==> src/rtl/smt_pkg.sv <==
package smt_pkg;

  function automatic logic fa_sum(input logic a, input logic b, input logic ci);
    return a ^ b ^ ci;
  endfunction

  function automatic logic fa_carry(input logic a, input logic b, input logic ci);
    return (a & b) | (a & ci) | (b & ci);
  endfunction

endpackage

==> src/rtl/smt_ctrl.sv <==
module smt_ctrl #(
  parameter int WORD_W = 16
) (
  input  logic clk,
  input  logic rst_n,
  input  logic start,
  input  logic s_valid,
  output logic s_ready,
  output logic done,
  output logic clr,
  output logic adv
);
  localparam int CNT_W = $clog2(WORD_W + 1);
  localparam logic [CNT_W-1:0] CNT_FULL = CNT_W'(WORD_W);

  logic [CNT_W-1:0] cnt_q;

  assign done    = (cnt_q == CNT_FULL);
  assign s_ready = ~done;
  assign clr     = start;
  assign adv     = s_valid & ~done & ~start;

  always_ff @(posedge clk or negedge rst_n) begin
    if (!rst_n)   cnt_q <= '0;
    else if (clr) cnt_q <= '0;
    else if (adv) cnt_q <= cnt_q + CNT_W'(1);
  end

  p_cnt_bound_r5: assert property (@(posedge clk) disable iff (!rst_n)
    cnt_q <= CNT_FULL);
  p_start_clears_r2: assert property (@(posedge clk) disable iff (!rst_n)
    start |=> (cnt_q == '0) && !done);
  p_beat_counts_r5: assert property (@(posedge clk) disable iff (!rst_n)
    (s_valid && s_ready && !start) |=> cnt_q == $past(cnt_q) + CNT_W'(1));
  p_done_sticky_r7: assert property (@(posedge clk) disable iff (!rst_n)
    (done && !start) |=> done);
  p_stall_r6: assert property (@(posedge clk) disable iff (!rst_n)
    (!s_valid && !start) |=> $stable(cnt_q));
endmodule

==> src/rtl/smt_mult.sv <==
module smt_mult #(
  parameter int COEF_W = 4
) (
  input  logic              clk,
  input  logic              rst_n,
  input  logic              clr,
  input  logic              adv,
  input  logic [COEF_W-1:0] coef,
  input  logic              x_bit,
  output logic              p_bit
);
  import smt_pkg::*;

  // xd_q[j] holds the sample bit from j+1 transferred beats ago
  logic [COEF_W-2:0] xd_q;
  logic [COEF_W-1:0] tap;
  logic [COEF_W-1:0] cy_q;
  logic [COEF_W-1:0] cy_d;
  logic [COEF_W:0]   chain;

  assign tap[0]   = x_bit;
  assign chain[0] = 1'b0;

  for (genvar i = 1; i < COEF_W; i++) begin : g_tap
    assign tap[i] = xd_q[i-1];
  end

  // one cell per coefficient bit: AND partial product, full adder, own carry flop
  for (genvar i = 0; i < COEF_W; i++) begin : g_cell
    logic pp;
    assign pp         = coef[i] & tap[i];
    assign chain[i+1] = fa_sum(pp, chain[i], cy_q[i]);
    assign cy_d[i]    = fa_carry(pp, chain[i], cy_q[i]);
  end

  assign p_bit = chain[COEF_W];

  always_ff @(posedge clk or negedge rst_n) begin
    if (!rst_n) begin
      xd_q <= '0;
      cy_q <= '0;
    end else if (clr) begin
      xd_q <= '0;
      cy_q <= '0;
    end else if (adv) begin
      xd_q <= tap[COEF_W-2:0];
      cy_q <= cy_d;
    end
  end

  p_clr_carries_r2: assert property (@(posedge clk) disable iff (!rst_n)
    clr |=> (cy_q == '0) && (xd_q == '0));
  p_stall_keeps_r6: assert property (@(posedge clk) disable iff (!rst_n)
    (!adv && !clr) |=> $stable(cy_q) && $stable(xd_q));
endmodule

==> src/rtl/smt_sadd.sv <==
module smt_sadd #(
  parameter int WORD_W = 16
) (
  input  logic              clk,
  input  logic              rst_n,
  input  logic              clr,
  input  logic              adv,
  input  logic              a_bit,
  input  logic              b_bit,
  output logic [WORD_W-1:0] acc
);
  import smt_pkg::*;

  logic cy_q;
  logic sum;

  assign sum = fa_sum(a_bit, b_bit, cy_q);

  always_ff @(posedge clk or negedge rst_n) begin
    if (!rst_n) begin
      cy_q <= 1'b0;
      acc  <= '0;
    end else if (clr) begin
      cy_q <= 1'b0;
    end else if (adv) begin
      cy_q <= fa_carry(a_bit, b_bit, cy_q);
      acc  <= {sum, acc[WORD_W-1:1]};
    end
  end

  p_clr_carry_r2: assert property (@(posedge clk) disable iff (!rst_n)
    clr |=> !cy_q);
  p_shift_in_r4: assert property (@(posedge clk) disable iff (!rst_n)
    adv |=> acc[WORD_W-2:0] == $past(acc[WORD_W-1:1]));
  p_idle_hold_r6: assert property (@(posedge clk) disable iff (!rst_n)
    !adv |=> $stable(acc));
endmodule

==> src/rtl/serial_mac_tap.sv <==
module serial_mac_tap #(
  parameter int COEF_W = 4,
  parameter int WORD_W = 16
) (
  input  logic              clk,
  input  logic              rst_n,
  input  logic              start,
  input  logic [COEF_W-1:0] coef,
  input  logic              s_valid,
  output logic              s_ready,
  input  logic              x_bit,
  input  logic              y_bit,
  output logic [WORD_W-1:0] result,
  output logic              done
);
  logic clr;
  logic adv;
  logic p_bit;

  smt_ctrl #(.WORD_W(WORD_W)) u_ctrl (
    .clk(clk), .rst_n(rst_n), .start(start), .s_valid(s_valid),
    .s_ready(s_ready), .done(done), .clr(clr), .adv(adv)
  );

  smt_mult #(.COEF_W(COEF_W)) u_mult (
    .clk(clk), .rst_n(rst_n), .clr(clr), .adv(adv),
    .coef(coef), .x_bit(x_bit), .p_bit(p_bit)
  );

  smt_sadd #(.WORD_W(WORD_W)) u_sadd (
    .clk(clk), .rst_n(rst_n), .clr(clr), .adv(adv),
    .a_bit(p_bit), .b_bit(y_bit), .acc(result)
  );

  p_result_hold_r7: assert property (@(posedge clk) disable iff (!rst_n)
    (done && !start) |=> $stable(result) && done);
  p_start_ignores_r8: assert property (@(posedge clk) disable iff (!rst_n)
    start |=> $stable(result));
endmodule

==> config.mk <==
export PLATFORM = sky130hd
export DESIGN_NAME = serial_mac_tap
export DESIGN_NICKNAME = d
export VERILOG_FILES = /design/src/rtl/smt_pkg.sv /design/src/rtl/smt_ctrl.sv /design/src/rtl/smt_mult.sv /design/src/rtl/smt_sadd.sv /design/src/rtl/serial_mac_tap.sv
export SDC_FILE = /design/constraint.sdc
export NUM_CORES = 1
export LEC_CHECK = 0
export BUFFER_PORTS_ARGS = -buffer_cell sky130_fd_sc_hd__buf_4
export CORE_UTILIZATION = 30
export CTS_CLUSTER_SIZE = 10
export DETAILED_ROUTE_END_ITERATION = 8
export SYNTH_ARGS = -nofsm -noshare
export SYNTH_HDL_FRONTEND = slang
export SYNTH_SLANG_ARGS = --single-unit
export TNS_END_PERCENT = 10
==> constraint.sdc <==
create_clock -name clk -period 3.6 [get_ports clk]
set_input_delay 0.18 -clock clk [delete_from_list [all_inputs] [get_ports clk]]
set_output_delay 0.18 -clock clk [all_outputs]
set_load 0.02 [all_outputs]
==> results of run 1 <==
-- sequential cells by signal, summed over array words and instances, names as in the netlist --
register	flops
u_sadd.acc	16
u_ctrl.cnt_q	5
u_mult.cy_q	4
u_mult.xd_q	3
u_sadd.cy_q	1
-- layout make-up --
class / instances / area [um^2]
Clock buffer: 5 / 68.8
Clock inverter: 3 / 17.5
Fill cell: 412 / 2470
Inverter: 8 / 32.5
Multi-Input combinational cell: 53 / 557
Sequential cell: 29 / 726
Tap cell: 50 / 62.6
Timing Repair Buffer: 28 / 213
-- worst min-delay path by stage --
stage	from	end	slack (ns)
after floorplan	rst_n	u_ctrl.cnt_q[0]$_DFFE_PN0P_	-0.12
after global placement	rst_n	u_sadd.acc[3]$_DFFE_PN0P_	0.12
after detailed placement	rst_n	u_sadd.acc[0]$_DFFE_PN0P_	0.13
after CTS	x_bit	u_mult.xd_q[0]$_DFFE_PN0P_	0.12
after global routing	x_bit	u_mult.xd_q[0]$_DFFE_PN0P_	0.12
final	x_bit	u_mult.xd_q[0]$_DFFE_PN0P_	0.13
-- routing by layer --
layer	GRT usage	wire length, um	part of all wire	vias up
met5	0	0	0	-
met4	0.0689	42	0.018	0
met3	0.0576	176	0.075	6
met2	0.188	1080	0.46	26
met1	0.141	1060	0.45	415
li1	-	-	-	388
-- critical path, delay by kind of cell (launching register included) --
family	cells	cell delay [ns]
multiplexers	1	0.26
flip-flops	1	0.38
buffers and inverters	2	0.10
adder cells (fa/ha/maj)	5	2.12
-- metrics by stage --
step / hold WS (ns) / total power, W / area [um^2]
floorplan: -0.116 / 0.000701 / 1350
global placement: 0.118 / 0.000862 / 1580
detailed placement: 0.133 / 0.000873 / 1580
CTS: 0.119 / 0.00114 / 1680
global route: 0.118 / 0.00120 / 1680
finish: 0.130 / 0.00112 / 1680
-- what timing repair did --
action                    4_1_cts  5_1_grt
hold buffers                    1        0
hold endpoints to repair       29        0
gates resized for setup         0        0
-- report_power, final --
| group | switching (W) | total, W | internal, W |
|---|---|---|---|
| Clock | 0.000127 | 0.000260 | 0.000133 |
| Sequential | 0.0000651 | 0.000478 | 0.000413 |
| Combinational | 0.000177 | 0.000383 | 0.000205 |
-- cells in the mapped netlist --
| cell type | count | area, um^2 |
|---|---|---|
| a21o_1 | 1 | 7.51 |
| a21oi_1 | 2 | 10.0 |
| a21oi_2 | 1 | 8.76 |
| a22o_1 | 6 | 52.6 |
| and2_1 | 1 | 6.26 |
| buf_2 | 1 | 5.00 |
| buf_6 | 2 | 22.5 |
| clkbuf_1 | 1 | 3.75 |
| dfrtp_1 | 29 | 726 |
| fa_1 | 4 | 80.1 |
| ha_1 | 3 | 37.5 |
| inv_1 | 7 | 26.3 |
| inv_4 | 1 | 6.26 |
| mux2_2 | 8 | 90.1 |
| mux2_4 | 8 | 120 |
| nand2_1 | 5 | 18.8 |
| nand3_1 | 1 | 5.00 |
| nand3b_4 | 1 | 20.0 |
| nand4_1 | 2 | 12.5 |
| nand4bb_1 | 1 | 11.3 |
| nor2_1 | 2 | 7.51 |
| nor3b_4 | 1 | 18.8 |
| o2bb2ai_1 | 3 | 26.3 |
| or3_1 | 1 | 6.26 |
| xor2_1 | 2 | 17.5 |
-- logic make-up after synthesis --
| kind of cell | share of synthesized area |
|---|---|
| xor+xnor | 0.0130 |
| fa+ha+maj | 0.0874 |
| buf+inv | 0.0474 |
| simple gates | 0.0790 |
| mux | 0.156 |
| flops | 0.539 |
| compound gates | 0.0781 |
-- placed cells by master, fill, tap and decap left out --
master and n:
dfrtp_1 29, dlygate4sd3_1 1, fa_1 4, o2bb2ai_1 3, nor3b_4 1, nand4_1 2
nand3_1 1, inv_1 7, inv_4 1, a21o_1 1, xor2_1 2, mux2_4 8
clkinvlp_4 1, and2_1 1, a21oi_1 2, a21oi_2 1, nor2_1 2, clkbuf_8 5
mux2_2 8, or3_1 1, nand2_1 5, ha_1 3, a22o_1 6, clkinv_2 2
nand3b_4 1, buf_4 27, nand4bb_1 1
==> summary.md, run 1 <==
| Metric | Value |
|---|---|
| Worst setup startpoint | `u_mult.cy_q[0]$_DFFE_PN0P_` |
| Worst Setup End Kind | `flop` |
| Crit start category | `flop` |
| Slew margin rel. | `0.708` |
| Total CTS buffers | `5` |
| Fin crit period | `2.97 ns` |
| Chip width | `69.0 um` |
| Total die area | `0.00476 mm^2` |
| Syn_area_per_cell | `14.3 um^2` |
| GRT Util Overall | `0.123` |
| Vias in the first global route | `873` |
| Netlist cell types | `25` |
| Max VDD drop | `294 uV` |
| Worst EP required | `3.77 ns` |
| Wire length per cell | `13.4 um` |
| Starting Density | `0.325` |
| PD cells | `668 mW/mm^2` |
| Syn_nets | `111` |
| Area growth from synthesis to layout | `24.5%` |
| Synthesized flop and latch total | `29` |
| First-pass GRT wire length | `3990 um` |
| Clk Latency, worst-skew pair | `0.28 ns` |
| Die Height | `69.0 um` |
| Top cell by count, worst path | `fa_1` |
| Reg2reg start | `u_mult.cy_q[0]$_DFFE_PN0P_` |
| Initial antenna violation count | `0` |
| Hold path depth | `2` |
| CP peak stage delay | `0.49 ns` |
| Pin slew with the least headroom to its limit | `0.435 ns` |
| CP Cell Sequence | `ha_1 > inv_1 > fa_1 > fa_1 > fa_1 > inv_1 > fa_1 > mux2_4` |
| CP Max Fanout | `2` |
| CTS Root Cell | `clkbuf_8` |
| Via-per-instance ratio | `4.74` |
| Max Root-Sink Buffers | `2` |
| Core Region | `0.00414 mm^2` |
| Synth Cell Area | `0.00135 mm^2` |
| CTS tree | `built` |
| First-pass DRT Iterations | `4` |
| IO Pins | `28` |
| Fmax | `337 MHz` |
| Pin count of the biggest net entering global routing | `30` |
| Synth Warn # | `0` |
| # setup viols final | `0` |
| Post-CTS Setup Bufs | `0` |
| Fin util | `0.405` |
| Antenna cells | `0` |
| Final antenna-violating net count | `0` |
| Critical Path Slowest Stage Cell | `fa_1` |
| H-tree depth | `2` |
| Final GP Congestion | `0.760` |
| GRT overflow | `0` |
| Worst setup path end | `u_sadd.acc[15]$_DFFE_PN0P_` |
| Critical Path AT | `3.14 ns` |
| Reg2reg path depth | `8` |
| Leak | `0.803 nW` |
| Clk pin slew, worst setup/hold paths | `0.06 ns` |
| Worst Skew | `0.00460 ns` |
| Iter 0 DRT Violations | `72` |
| # DRC | `0` |
| Hold Vio Cnt, Final | `0` |
| Dpl ws | `0.579 ns` |
| CTS sink count | `29` |
| Placed cell count | `167` |
| # port buffers | `27` |
| CP Class | `reg2reg` |
| Sequential fraction of the synthesis area | `0.539` |
| Via count | `835` |
| Layout cells sized above 1 | `0.437` |
| Max-cap violations | `0` |
| Gate Count Post-Synth | `94` |
| Row cnt | `23` |
| Setup TNS | `0 ns` |
| Fin crit share | `0.825` |
| Non-Filler Instances | `176` |
| # nets final | `142` |
| Final WL | `2360 um` |
| RR Endpoint | `u_sadd.acc[15]$_DFFE_PN0P_` |
| DP HPWL | `1650 um` |
| Slew Limit Fails | `0` |
| Min-Delay Path Class | `in2reg` |
| Status | `finished, final reports clean` |
| RSZ-0062 raised after global routing | `no` |
| R2R setup slack | `0.63 ns` |
| Final worst setup slack | `0.630 ns` |
(Power assumes the default switching activity.)
==> inputs of run 2 (changes only) <==
==> constraint.sdc (replaced) <==
create_clock -name clk -period 3.1 [get_ports clk]
set_input_delay 0.155 -clock clk [delete_from_list [all_inputs] [get_ports clk]]
set_output_delay 0.155 -clock clk [all_outputs]
set_load 0.02 [all_outputs]
==> run 2 against run 1 <==
  * Wire length grew 0.21%
  * First-iteration DRC count is 86% lower
  * Worst hold slack lost 0.018 ns
  * Sequential share of layout area unchanged
  * Via count grew 1.6%
  * Cell area is the same
  * Critical path type unchanged
  * Largest cell class unchanged
  * Highest routed layer unchanged
==> summary.md, run 2 (synthesis gave the netlist of run 1 again) <==
| Metric | Value |
|---|---|
| Clk pin slew, worst setup/hold paths | `0.07 ns` |
| Number of fillers in the final layout | `412` |
| Leak | `0.803 nW` |
| CTS tree | `built` |
| GRT Util Overall | `0.113` |
| Largest regs | `u_sadd.acc x16, u_ctrl.cnt_q x5, u_mult.cy_q x4` |
| Fin crit share | `0.969` |
| Worst EP required | `3.27 ns` |
| H-tree depth | `2` |
| Status | `finished, final reports clean` |
| Row cnt | `23` |
| Final GP Congestion | `0.779` |
| Setup TNS | `0 ns` |
| CTS sink count | `29` |
| # port buffers | `27` |
| Fmax | `333 MHz` |
| Initial antenna violation count | `0` |
| Total CTS buffers | `5` |
| Worst Setup End Kind | `flop` |
| # setup viols final | `0` |
| Critical Path AT | `3.17 ns` |
| Most frequent cells in the layout | `dfrtp_1, buf_4, mux2_4, mux2_2, inv_1` |
| Fin crit period | `3.00 ns` |
| CP Class | `reg2reg` |
| CP Cell Sequence | `ha_1 > inv_1 > fa_1 > fa_1 > fa_1 > inv_1 > fa_1 > mux2_4` |
| Hold Vio Cnt, Final | `0` |
| Max-cap violations | `0` |
| Slew margin rel. | `0.703` |
| Layout cells sized above 1 | `0.437` |
| # DRC | `0` |
| # nets final | `142` |
| GRT overflow | `0` |
| RSZ-0062 raised after global routing | `no` |
| First-pass GRT wire length | `3860 um` |
| DP HPWL | `1660 um` |
| PD cells | `775 mW/mm^2` |
| Total die area | `0.00476 mm^2` |
| Worst Skew | `0.00883 ns` |
| Iter 0 DRT Violations | `10` |
| Pin count of the biggest net entering global routing | `30` |
| Starting Density | `0.325` |
| Biggest register | `u_sadd.acc` |
| Vias in the first global route | `861` |
| Final WL | `2370 um` |
| Largest register FFs | `16` |
| Critical Path Slowest Stage Cell | `fa_1` |
| Crit start category | `flop` |
| Min-Delay Path Class | `in2reg` |
| Clk Latency, worst-skew pair | `0.28 ns` |
| CP peak stage delay | `0.50 ns` |
| Worst hold slack | `0.112 ns` |
| Via-per-instance ratio | `4.82` |
| Final antenna-violating net count | `0` |
| Chip width | `69.0 um` |
| Top cell by count, worst path | `fa_1` |
| CP Max Fanout | `2` |
| Core Region | `0.00414 mm^2` |
| First-pass DRT Iterations | `3` |
| IO Pins | `28` |
| Antenna cells | `0` |
| Commonest non-fill, non-tap cell in the layout | `dfrtp_1` |
| CTS Root Cell | `clkbuf_8` |
| Via count | `848` |
| Wire length per cell | `13.4 um` |
| Max VDD drop | `356 uV` |
| Die Height | `69.0 um` |
| Slew Limit Fails | `0` |
| Area growth from synthesis to layout | `24.5%` |
| Pin slew with the least headroom to its limit | `0.443 ns` |
| Max Root-Sink Buffers | `2` |
[run 2: cell counts in the layout (fill, tap and decap cells not counted)]
No cell type changed its count.
[run 2: where the power goes]
group	internal [W]	switching (W)
sequential	0.000479	0.0000758
combinational	0.000238	0.000207
clock	0.000154	0.000144
[run 2: path summary, 6_finish.rpt]
| kind | slack [ns] | to | cells after the start | from |
|---|---|---|---|---|
| max | 0.1 | u_sadd.acc[15]$_DFFE_PN0P_ | 8 | u_mult.cy_q[0]$_DFFE_PN0P_ |
| min | 0.11 | u_mult.xd_q[0]$_DFFE_PN0P_ | 2 | x_bit |
| max reg2reg | 0.1 | u_sadd.acc[15]$_DFFE_PN0P_ | 8 | u_mult.cy_q[0]$_DFFE_PN0P_ |
| min reg2reg | 0.50 | u_mult.cy_q[3]$_DFFE_PN0P_ | 1 | u_mult.cy_q[3]$_DFFE_PN0P_ |
| max in group asynchronous | 2.47 | u_sadd.acc[3]$_DFFE_PN0P_ | 2 | rst_n |
| min in group asynchronous | 0.35 | u_ctrl.cnt_q[2]$_DFFE_PN0P_ | 2 | rst_n |
[run 2: worst max-delay path, delay by kind of cell, from the launching register on]
family / cells / cell delay [ns]
buf+inv: 2 / 0.13
flops: 1 / 0.38
mux: 1 / 0.26
fa+ha+maj: 5 / 2.13
[run 2: per-layer routing]
metal / share of wire / wire (um) / vias up / GRT usage
met5: 0 / 0 / - / 0
met4: 0.0034 / 8 / 0 / 0.0306
met3: 0.067 / 159 / 2 / 0.0510
met2: 0.47 / 1120 / 25 / 0.186
met1: 0.46 / 1080 / 435 / 0.133
li1: - / - / 386 / -
[run 2: repair_timing]
action / 4_1_cts / 5_1_grt
buffers inserted: 0 / 0
hold buffers: 1 / 0
setup endpoints to repair: 0 / 0
resized for setup: 0 / 0
endpoints found under the hold margin: 29 / 0
[run 2: metrics by stage]
| step | util | total power (W) | std cells | setup WS, ns | instance area [um^2] |
|---|---|---|---|---|---|
| final | 0.405 | 0.00130 | 176 | 0.0969 | 1680 |
| after global routing | 0.405 | 0.00138 | 176 | 0.0131 | 1680 |
| after CTS | 0.405 | 0.00132 | 176 | 0.0910 | 1680 |
| after detailed placement | 0.381 | 0.00102 | 167 | 0.0735 | 1580 |
| after global placement | 0.381 | 0.00100 | 167 | 0.141 | 1580 |
| after floorplan | - | 0.000814 | 94 | 0.216 | 1350 |
[run 2: area by class of cell]
cell class,instances,area (um^2),area share
clock buffer,5,68.8,0.0410
clock inverter,3,17.5,0.0104
inverter,8,32.5,0.0194
multi-input combinational,53,557,0.332
sequential,29,726,0.433
tap,50,62.6,0.0373
timing repair buffer,28,213,0.127
